[config.mk]
export PLATFORM = sky130hd
export DESIGN_NAME = cbs_tx_arbiter
export DESIGN_NICKNAME = d
export VERILOG_FILES = /design/src/rtl/cbs_pkg.sv /design/src/rtl/cbs_credit.sv /design/src/rtl/cbs_sched_fsm.sv /design/src/rtl/cbs_tx_arbiter.sv
export SDC_FILE = /design/constraint.sdc
export NUM_CORES = 1
export LEC_CHECK = 0
export ABC_AREA = 0
export CAP_MARGIN = 5
export CORE_UTILIZATION = 66
export CTS_CLUSTER_SIZE = 20
export DETAILED_ROUTE_END_ITERATION = 7
export DONT_BUFFER_PORTS = 1
export PLACE_DENSITY = 0.82
export SLEW_MARGIN = 20
export SYNTH_ARGS = -nofsm -noshare
export SYNTH_HDL_FRONTEND = slang
export SYNTH_SLANG_ARGS = --single-unit
[constraint.sdc]
create_clock -name clk -period 12.57 [get_ports clk]
set_input_delay 1.8855 -clock clk [delete_from_list [all_inputs] [get_ports clk]]
set_output_delay 1.8855 -clock clk [all_outputs]
set_load 0.01 [all_outputs]
[src/rtl/cbs_pkg.sv]
package cbs_pkg;

    typedef enum logic [1:0] {
        ST_IDLE   = 2'd0,
        ST_AV_TX  = 2'd1,
        ST_LEG_TX = 2'd2
    } sched_state_t;

endpackage

[src/rtl/cbs_credit.sv]
module cbs_credit #(
    parameter int CW = 32
) (
    input  logic                 clk,
    input  logic                 rst_n,
    input  logic                 byte_en,
    input  logic                 av_sending,
    input  logic                 av_queued,
    input  logic [CW-1:0]        idle_slope,
    input  logic [CW-1:0]        send_slope,
    input  logic signed [CW-1:0] hi_limit,
    input  logic signed [CW-1:0] lo_limit,
    output logic signed [CW-1:0] credit_q
);
    localparam int XW = CW + 2;

    logic signed [XW-1:0] cur_x, idle_x, send_x, hi_x, lo_x, raw, sat;

    always_comb begin
        cur_x  = XW'(credit_q);
        idle_x = $signed({2'b00, idle_slope});
        send_x = $signed({2'b00, send_slope});
        hi_x   = XW'(hi_limit);
        lo_x   = XW'(lo_limit);
        if (av_sending) begin
            raw = cur_x - send_x;
        end else if (av_queued) begin
            raw = cur_x + idle_x;
        end else if (cur_x > 0) begin
            raw = '0;
        end else begin
            raw = cur_x + idle_x;
            if (raw > 0) raw = '0;
        end
        sat = raw;
        if (sat > hi_x) sat = hi_x;
        if (sat < lo_x) sat = lo_x;
    end

    always_ff @(posedge clk or negedge rst_n) begin
        if (!rst_n)       credit_q <= '0;
        else if (byte_en) credit_q <= sat[CW-1:0];
    end

    AST_HOLD_NO_BYTE: assert property (@(posedge clk) disable iff (!rst_n)
        !byte_en |=> $stable(credit_q));

    AST_DRAIN_NONPOS: assert property (@(posedge clk) disable iff (!rst_n)
        (byte_en && !av_sending && !av_queued && lo_limit <= 0) |=> (credit_q <= 0));

    AST_IN_LIMITS: assert property (@(posedge clk) disable iff (!rst_n)
        (byte_en && lo_limit <= hi_limit) |=>
        (credit_q <= $past(hi_limit) && credit_q >= $past(lo_limit)));

endmodule

[src/rtl/cbs_sched_fsm.sv]
module cbs_sched_fsm
    import cbs_pkg::*;
#(
    parameter int CW = 32
) (
    input  logic                 clk,
    input  logic                 rst_n,
    input  logic                 av_queued,
    input  logic                 leg_queued,
    input  logic                 frame_end,
    input  logic signed [CW-1:0] credit,
    output logic                 av_grant,
    output logic                 leg_grant
);
    sched_state_t state_q, state_d;

    always_comb begin
        state_d = state_q;
        unique case (state_q)
            ST_IDLE: begin
                if (av_queued && credit >= 0) state_d = ST_AV_TX;   // T_GRANT_AV
                else if (leg_queued)          state_d = ST_LEG_TX;  // T_GRANT_LEG
            end
            ST_AV_TX:  if (frame_end) state_d = ST_IDLE;            // T_AV_DONE
            ST_LEG_TX: if (frame_end) state_d = ST_IDLE;            // T_LEG_DONE
        endcase
    end

    always_ff @(posedge clk or negedge rst_n) begin
        if (!rst_n) state_q <= ST_IDLE;
        else        state_q <= state_d;
    end

    always_comb begin
        av_grant  = (state_q == ST_AV_TX);
        leg_grant = (state_q == ST_LEG_TX);
    end

    AST_AV_ELIGIBLE: assert property (@(posedge clk) disable iff (!rst_n)
        (state_q == ST_IDLE && av_queued && credit >= 0) |=> av_grant);

    AST_NO_PREEMPT: assert property (@(posedge clk) disable iff (!rst_n)
        ((av_grant || leg_grant) && !frame_end) |=> $stable(state_q));

    AST_GAP_AFTER_END: assert property (@(posedge clk) disable iff (!rst_n)
        ((av_grant || leg_grant) && frame_end) |=> (!av_grant && !leg_grant));

endmodule

[src/rtl/cbs_tx_arbiter.sv]
module cbs_tx_arbiter #(
    parameter int CW = 32
) (
    input  logic                 clk,
    input  logic                 rst_n,
    input  logic                 byte_en,
    input  logic                 av_queued,
    input  logic                 leg_queued,
    input  logic                 frame_end,
    input  logic [CW-1:0]        idle_slope,
    input  logic [CW-1:0]        send_slope,
    input  logic signed [CW-1:0] hi_limit,
    input  logic signed [CW-1:0] lo_limit,
    output logic                 av_grant,
    output logic                 leg_grant,
    output logic signed [CW-1:0] credit
);
    cbs_sched_fsm #(.CW(CW)) u_fsm (
        .clk        (clk),
        .rst_n      (rst_n),
        .av_queued  (av_queued),
        .leg_queued (leg_queued),
        .frame_end  (frame_end),
        .credit     (credit),
        .av_grant   (av_grant),
        .leg_grant  (leg_grant)
    );

    cbs_credit #(.CW(CW)) u_credit (
        .clk        (clk),
        .rst_n      (rst_n),
        .byte_en    (byte_en),
        .av_sending (av_grant),
        .av_queued  (av_queued),
        .idle_slope (idle_slope),
        .send_slope (send_slope),
        .hi_limit   (hi_limit),
        .lo_limit   (lo_limit),
        .credit_q   (credit)
    );

    AST_GRANT_EXCL: assert property (@(posedge clk) disable iff (!rst_n)
        !(av_grant && leg_grant));

endmodule

Word level (Yosys, flattened, before mapping)

Cells that the tools add are included.
Widths: inputs -> output; s select.

Register bits after elaboration: 34
Input port bits: 134
Output and inout bits: 34
Word-level logic and storage cells: 27

$add $sub $neg: 2
$lt $le $gt $ge: 5
Equal/unequal tests: 4
Muxes and demuxes: 10
Reduce and logical (&&, ||, !) cells: 4

Operators by type and width:

| kind                | number |
|---|---|
| $mux 34             | 5 |
| $add 32x33->34      | 1 |
| $gt 34x1->1 const B | 1 |
| $gt 34x32->1        | 1 |
| $lt 34x32->1        | 1 |
| $sub 32x33->34      | 1 |
| $ge 32x1->1 const B | 1 |
| $gt 32x1->1 const B | 1 |
| $mux 32             | 1 |
| $mux 2              | 3 |
| $pmux 2 s2          | 1 |
| $ne 3x2->1 const B  | 1 |
| $eq 2x1->1 const B  | 1 |
| $eq 2x2->1 const B  | 1 |
| $logic_not 2->1     | 1 |
| $ne 2x1->1 const B  | 1 |
| $reduce_and 2->1    | 1 |
| $reduce_or 2->1     | 1 |
| $logic_and 1x1->1   | 1 |

Depth between registers and ports, before layout

Depth after elaboration: 10
Gate-level depth with buffers: 42
Mapped depth without buffers: 37

Hierarchy

Synthesis repeated with hierarchy kept, for this count alone.

Cell total of the unflattened synthesis: 1113
Area, all modules: 8282.9 um^2

By module, submodules not included:

| module        | instances | cells each | area an instance (um^2) | sequential area each (um^2) |
|---|---|---|---|---|
| cbs_credit    | 1         | 1099       | 8130.3                  | 800.8 |
| cbs_sched_fsm | 1         | 14         | 152.6                   | 50.0 |

Worst setup path after synthesis

No wires, ideal clock.

Kind: input to register
From: input port idle_slope[7]
To: register u_credit.credit_q[10]
Setup time: 82 ps
Arrival time: 9917 ps
Required time: 12488 ps
Slack: 2571 ps
Cell stages on the path: 39
Path buffers: 6
Cells stage by stage: ha_1 -> clkbuf_2 -> o211ai_1 -> a2111oi_2 -> a22oi_1 -> or4_1 -> and2_1 -> a211oi_2 -> nand4_1 -> nor2_4 -> nor2_1 -> clkbuf_1 -> o21ai_0 -> ha_1 -> a21o_1 -> a21oi_1 -> a21oi_1 -> a2111o_1 -> [... 3 more ...] -> buf_6 -> clkbuf_1 -> clkbuf_1 -> a31oi_1 -> o21a_1 -> ha_1 -> a21o_1 -> a21o_1 -> a21oi_1 -> nor4_1 -> o31a_1 -> a211o_1 -> mux2_2 -> nor4b_2 -> a211oi_4 -> clkbuf_2 -> or2_2 -> a31oi_1

Word-level cells in the longest chain between the ends: 10

RTL lines:

| what                   | RTL line                           | source |
|---|---|---|
| start: declaration     | cbs_tx_arbiter.sv:10               | `input logic [CW-1:0] idle_slope,` |
| $add 32x33->34 *       | cbs_credit.sv:28, cbs_credit.sv:32 |  |
| $gt 34x1->1            | cbs_credit.sv:33                   | `if (raw > 0) raw = '0;` |
| $mux 34                | cbs_credit.sv:33                   |  |
| $mux 34                | cbs_credit.sv:29                   | `end else if (cur_x > 0) begin` |
| $mux 34 *              | cbs_credit.sv:27                   | `end else if (av_queued) begin` |
| $mux 34 *              | cbs_credit.sv:25                   | `if (av_sending) begin` |
| $gt 34x32->1           | cbs_credit.sv:36                   | `if (sat > hi_x) sat = hi_x;` |
| $mux 34 *              | cbs_credit.sv:36                   |  |
| $lt 34x32->1           | cbs_credit.sv:37                   | `if (sat < lo_x) sat = lo_x;` |
| $mux 32 *              | cbs_credit.sv:37                   |  |
| end signal: assignment | cbs_credit.sv:42                   | `else if (byte_en) credit_q <= sat[CW-1:0];` |
| end: declaration       | cbs_credit.sv:13                   | `output logic signed [CW-1:0] credit_q` |

Mark *: on every way between the ends. The rest lies on a longest branch, timed or not.
A chain may end at the register's enable or synchronous reset.

Final worst setup path

From: input port idle_slope[0]
To: register u_credit.credit_q[6]

The elaborated chain is that of the path after synthesis.

==> reports/qor.log <==
qor: logic_synthesis.postSynthNetCount 1,491
qor: layout.areaGrowthSynthToFinish 1.796%
qor: worst_setup_path.worst-path-max-fanout 39
qor: layout.drive_above_1_share 6.097%
qor: clock_network.cts_tree done
qor: logic_synthesis.syn-mean-instance-area 7.145 µm²
qor: logic_synthesis.yosys.area_share.adder 20.00%
qor: logic_synthesis.seq_total_area_yosys 9.769%
qor: die.die_w 116.9 µm
qor: logic_synthesis.post_synth_and_or_nand_nor_area_fraction 23.32%
qor: sta.timing.final.ws_setup 1416 ps
qor: clock_network.cts.root.buffer_cell sky130_fd_sc_hd__clkbuf_16
qor: die.initial_core_util 68.46%
qor: sta.final_hold_violations 0
qor: logic_synthesis.synth.area.top_cells sky130_fd_sc_hd__ha_1, sky130_fd_sc_hd__dfrtp_1, sky130_fd_sc_hd__inv_1
qor: logic_synthesis.dominantRegCellSynth sky130_fd_sc_hd__dfrtp_1
qor: logic_synthesis.postSynth.asyncResetShare 100.0%
qor: outcome.run_status finished clean
qor: die.area_of_the_die 13,660 µm²
qor: sta.timing.setup.tns 0 ps
qor: worst_hold_path.min_to u_fsm.state_q[0]
qor: sta.max_slew_margin 44.96%
qor: sta.timing.fmax 0.08965 GHz
qor: worst_setup_path.reg2regPathDepth 39
qor: placed_design.dp_hpwl 23.11 mm
qor: die.core.rowCount 41
qor: worst_setup_path.worst_ep_arrival_time 11,370 ps
qor: logic_synthesis.multiplexer_share_of_the_synthesized_area 2.399%
qor: sta.final_period_minus_worst_setup_slack 11,150 ps
qor: worst_hold_path.min-delay-path-class reg2reg
qor: sta.rsz0062_at_grt no
qor: logic_synthesis.share_of_the_synthesized_area_in_compound_gates_ao_oa_aoi_oai 30.97%
qor: worst_setup_path.required 12,780 ps
qor: worst_hold_path.min_path_cells 2
qor: clock_network.cts_buffers 5
qor: layout.insertedDiodeCount 0
qor: clock_network.cts.repair.resized 0
qor: logic_synthesis.synth_area_leader_cell sky130_fd_sc_hd__ha_1
qor: worst_setup_path.regToRegStartpoint u_credit.credit_q[0]
qor: sta.final_min_period_over_clock_period 88.74%
qor: worst_setup_path.critical_path.endpoint_type flip-flop
qor: worst_setup_path.path_class in2reg
qor: worst_setup_path.r2r_setup_slack 2510 ps
qor: die.design.core.area 12,720 µm²
qor: layout.post_route_cell_area 8866 µm²
qor: logic_synthesis.synth_top_family_by_area compound AO/OA/AOI/OAI gates
qor: logic_synthesis.mappedNetlistArea 8710 µm²
qor: layout.nets 1,452
qor: sta.worst_clock_skew 6.398 ps
qor: clock_network.worst_setup_hold_path_clk_slew 60 ps
qor: global_routing.wire_length_of_the_first_global_routing_pass 43.26 mm
qor: worst_setup_path.crit-reg2reg-capture u_credit.credit_q[6]
qor: placed_design.finalWeightedCongestion 1.036
qor: worst_setup_path.worst_path_max_delay_cell sky130_fd_sc_hd__o41ai_2
qor: sta.slew_viol_final 0
qor: clock_network.clock-sinks 34
qor: drt.drt-wirelength-per-cell 21.08 µm
qor: placed_design.pre_cts_slack 1368 ps
qor: placed_design.detailed_place.area 8718 µm²
qor: sta.setup_viol 0
qor: logic_synthesis.synth_xor_area_share 4.927%
qor: clock_network.htree_num_levels 2
qor: logic_synthesis.netlist_top_cells_count sky130_fd_sc_hd__ha_1, sky130_fd_sc_hd__inv_1, sky130_fd_sc_hd__nor2_1
qor: logic_synthesis.netlist-cell-type-count 82
qor: worst_setup_path.biggest_cell_delay_along_the_critical_path 620 ps
qor: global_routing.vias_in_the_first_global_route 8,505
qor: placed_design.place.port_buffers 0
qor: logic_synthesis.ys_ff_latch 34
qor: drt.wl 28.53 mm
qor: logic_synthesis.count_of_flip_flops_with_a_built_in_enable_after_synthesis 0
qor: logic_synthesis.synth_most_common_cell sky130_fd_sc_hd__ha_1
qor: logic_synthesis.synth_top_area_share 19.54%
qor: die.dieHeight 116.9 µm
qor: drt.number_of_nets_still_failing_antenna_checks_after_routing 0
qor: drt.drt_pass1_iterations 6
qor: die.floorplan.io_pins 168
qor: clock_network.cts_hold_buffers 0
qor: global_routing.grt_antenna_before_repair 0
qor: drt.post_drt_via_cell_ratio 6.982
qor: global_routing.grt_usage 41.53%
qor: logic_synthesis.ys_warn_count 0
qor: global_routing.grt_overflow 0
qor: sta.tightest_slew 818.1 ps
qor: global_routing.grt_start_max_net_pins 68
qor: drt.route.detailed.drc 0
qor: worst_setup_path.start_kind input port
qor: drt.drtIter0Drc 1,088
qor: layout.post-route-util 69.69%
qor: drt.route.vias.total 9,447
qor: clock_network.clock_path_buffers 2
qor: logic_synthesis.synthCells 1,219
qor: layout.filler_cell_count 1,117
qor: clock_network.cts.repair_timing.setup_buffer_count 0
qor: worst_hold_path.hold_start u_fsm.state_q[0]
qor: clock_network.clock_network_latency_to_the_later_pin_of_the_worst_skew_pair 290 ps
qor: flow_run.maxCapViolations 0
cells in the final DEF (no fill, tap or decap), drive strengths merged, types with 10 or more instances in the layout:
cell,Yosys,layout
and3,10,10
inv,125,125
nand2b,15,15
nor2,108,108
nand3,28,28
o21ai,68,68
or2,30,30
nor4,14,14
xnor2,36,36
nand4,26,26
a211oi,14,14
nor3,20,20
nor2b,13,13
dfrtp,34,34
o211ai,29,29
mux2i,13,13
a31oi,51,51
nand2,93,93
o21a,36,36
a21oi,84,84
ha,136,136
xor2,13,13
a21o,29,29
flip-flops by register name, indices dropped and copies added, names as in the netlist:
register           cells
u_fsm.state_q          2
u_credit.credit_q     32
worst max-delay path, delay by kind of cell:
family          cells  cell delay [ps]
fa+ha+maj           4             1090
xor+xnor            1              350
simple gates       13             3480
compound gates     16             3370
mux                 2              590
buf+inv             3              590
area by class of cell:
| class | count | area (µm²) | share of cell area, % |
|---|---|---|---|
| Multi-Input combinational cell | 1003 | 7108 | 80.17 |
| Sequential cell | 34 | 850.8 | 9.596 |
| Inverter | 127 | 476.7 | 5.377 |
| Tap cell | 172 | 215.2 | 2.427 |
| Clock buffer | 7 | 142.6 | 1.609 |
| Timing Repair Buffer | 9 | 67.56 | 0.7621 |
| Clock inverter | 1 | 5.005 | 0.05645 |
through the flow:
| step | instances | hold slack (ps) |
|---|---|---|
| floorplan | 1219 | 477.7 |
| global placement | 1345 | 502.6 |
| detailed placement | 1345 | 501.5 |
| CTS | 1353 | 514.1 |
| global route | 1353 | 528.8 |
| finish | 1353 | 512.0 |
cells by family (layout without fill, tap and decap cells):
kind of cell | Yosys count | after routing
flip-flops | 34 | 34
AO/OA/AOI/OAI | 395 | 395
AND/OR/NAND/NOR | 401 | 401
buffers and inverters | 182 | 144
adder cells (fa/ha/maj) | 138 | 138
XOR/XNOR | 49 | 49
multiplexers | 20 | 20
layer usage:
layer / part of all wire, % / global-route usage [%] / vias up
li1: - / - / 4391
met1: 40 / 54.88 / 4368
met2: 43 / 64.02 / 598
met3: 13 / 11.28 / 90
met4: 4.0 / 16.88 / 0
met5: 0 / 0 / -
how the worst max path moves through the flow:
| stage | start | endpoint | slack (ps) | cells after the start |
|---|---|---|---|---|
| 6_report | idle_slope[0] | u_credit.credit_q[6] | 1420 | 39 |
| 5_1_grt | idle_slope[0] | u_credit.credit_q[21] | 1010 | 39 |
| 4_1_cts | idle_slope[0] | u_credit.credit_q[5] | 1640 | 39 |
| 3_5_place_dp | idle_slope[0] | u_credit.credit_q[5] | 1370 | 39 |
| 3_3_place_gp | idle_slope[0] | u_credit.credit_q[2] | 1610 | 39 |
| 2_1_floorplan | idle_slope[7] | u_credit.credit_q[10] | 2570 | 39 |
Power is left out: the tool's default activity adds up to more than one toggle a clock period on the data nets, which glitch-free logic cannot reach.
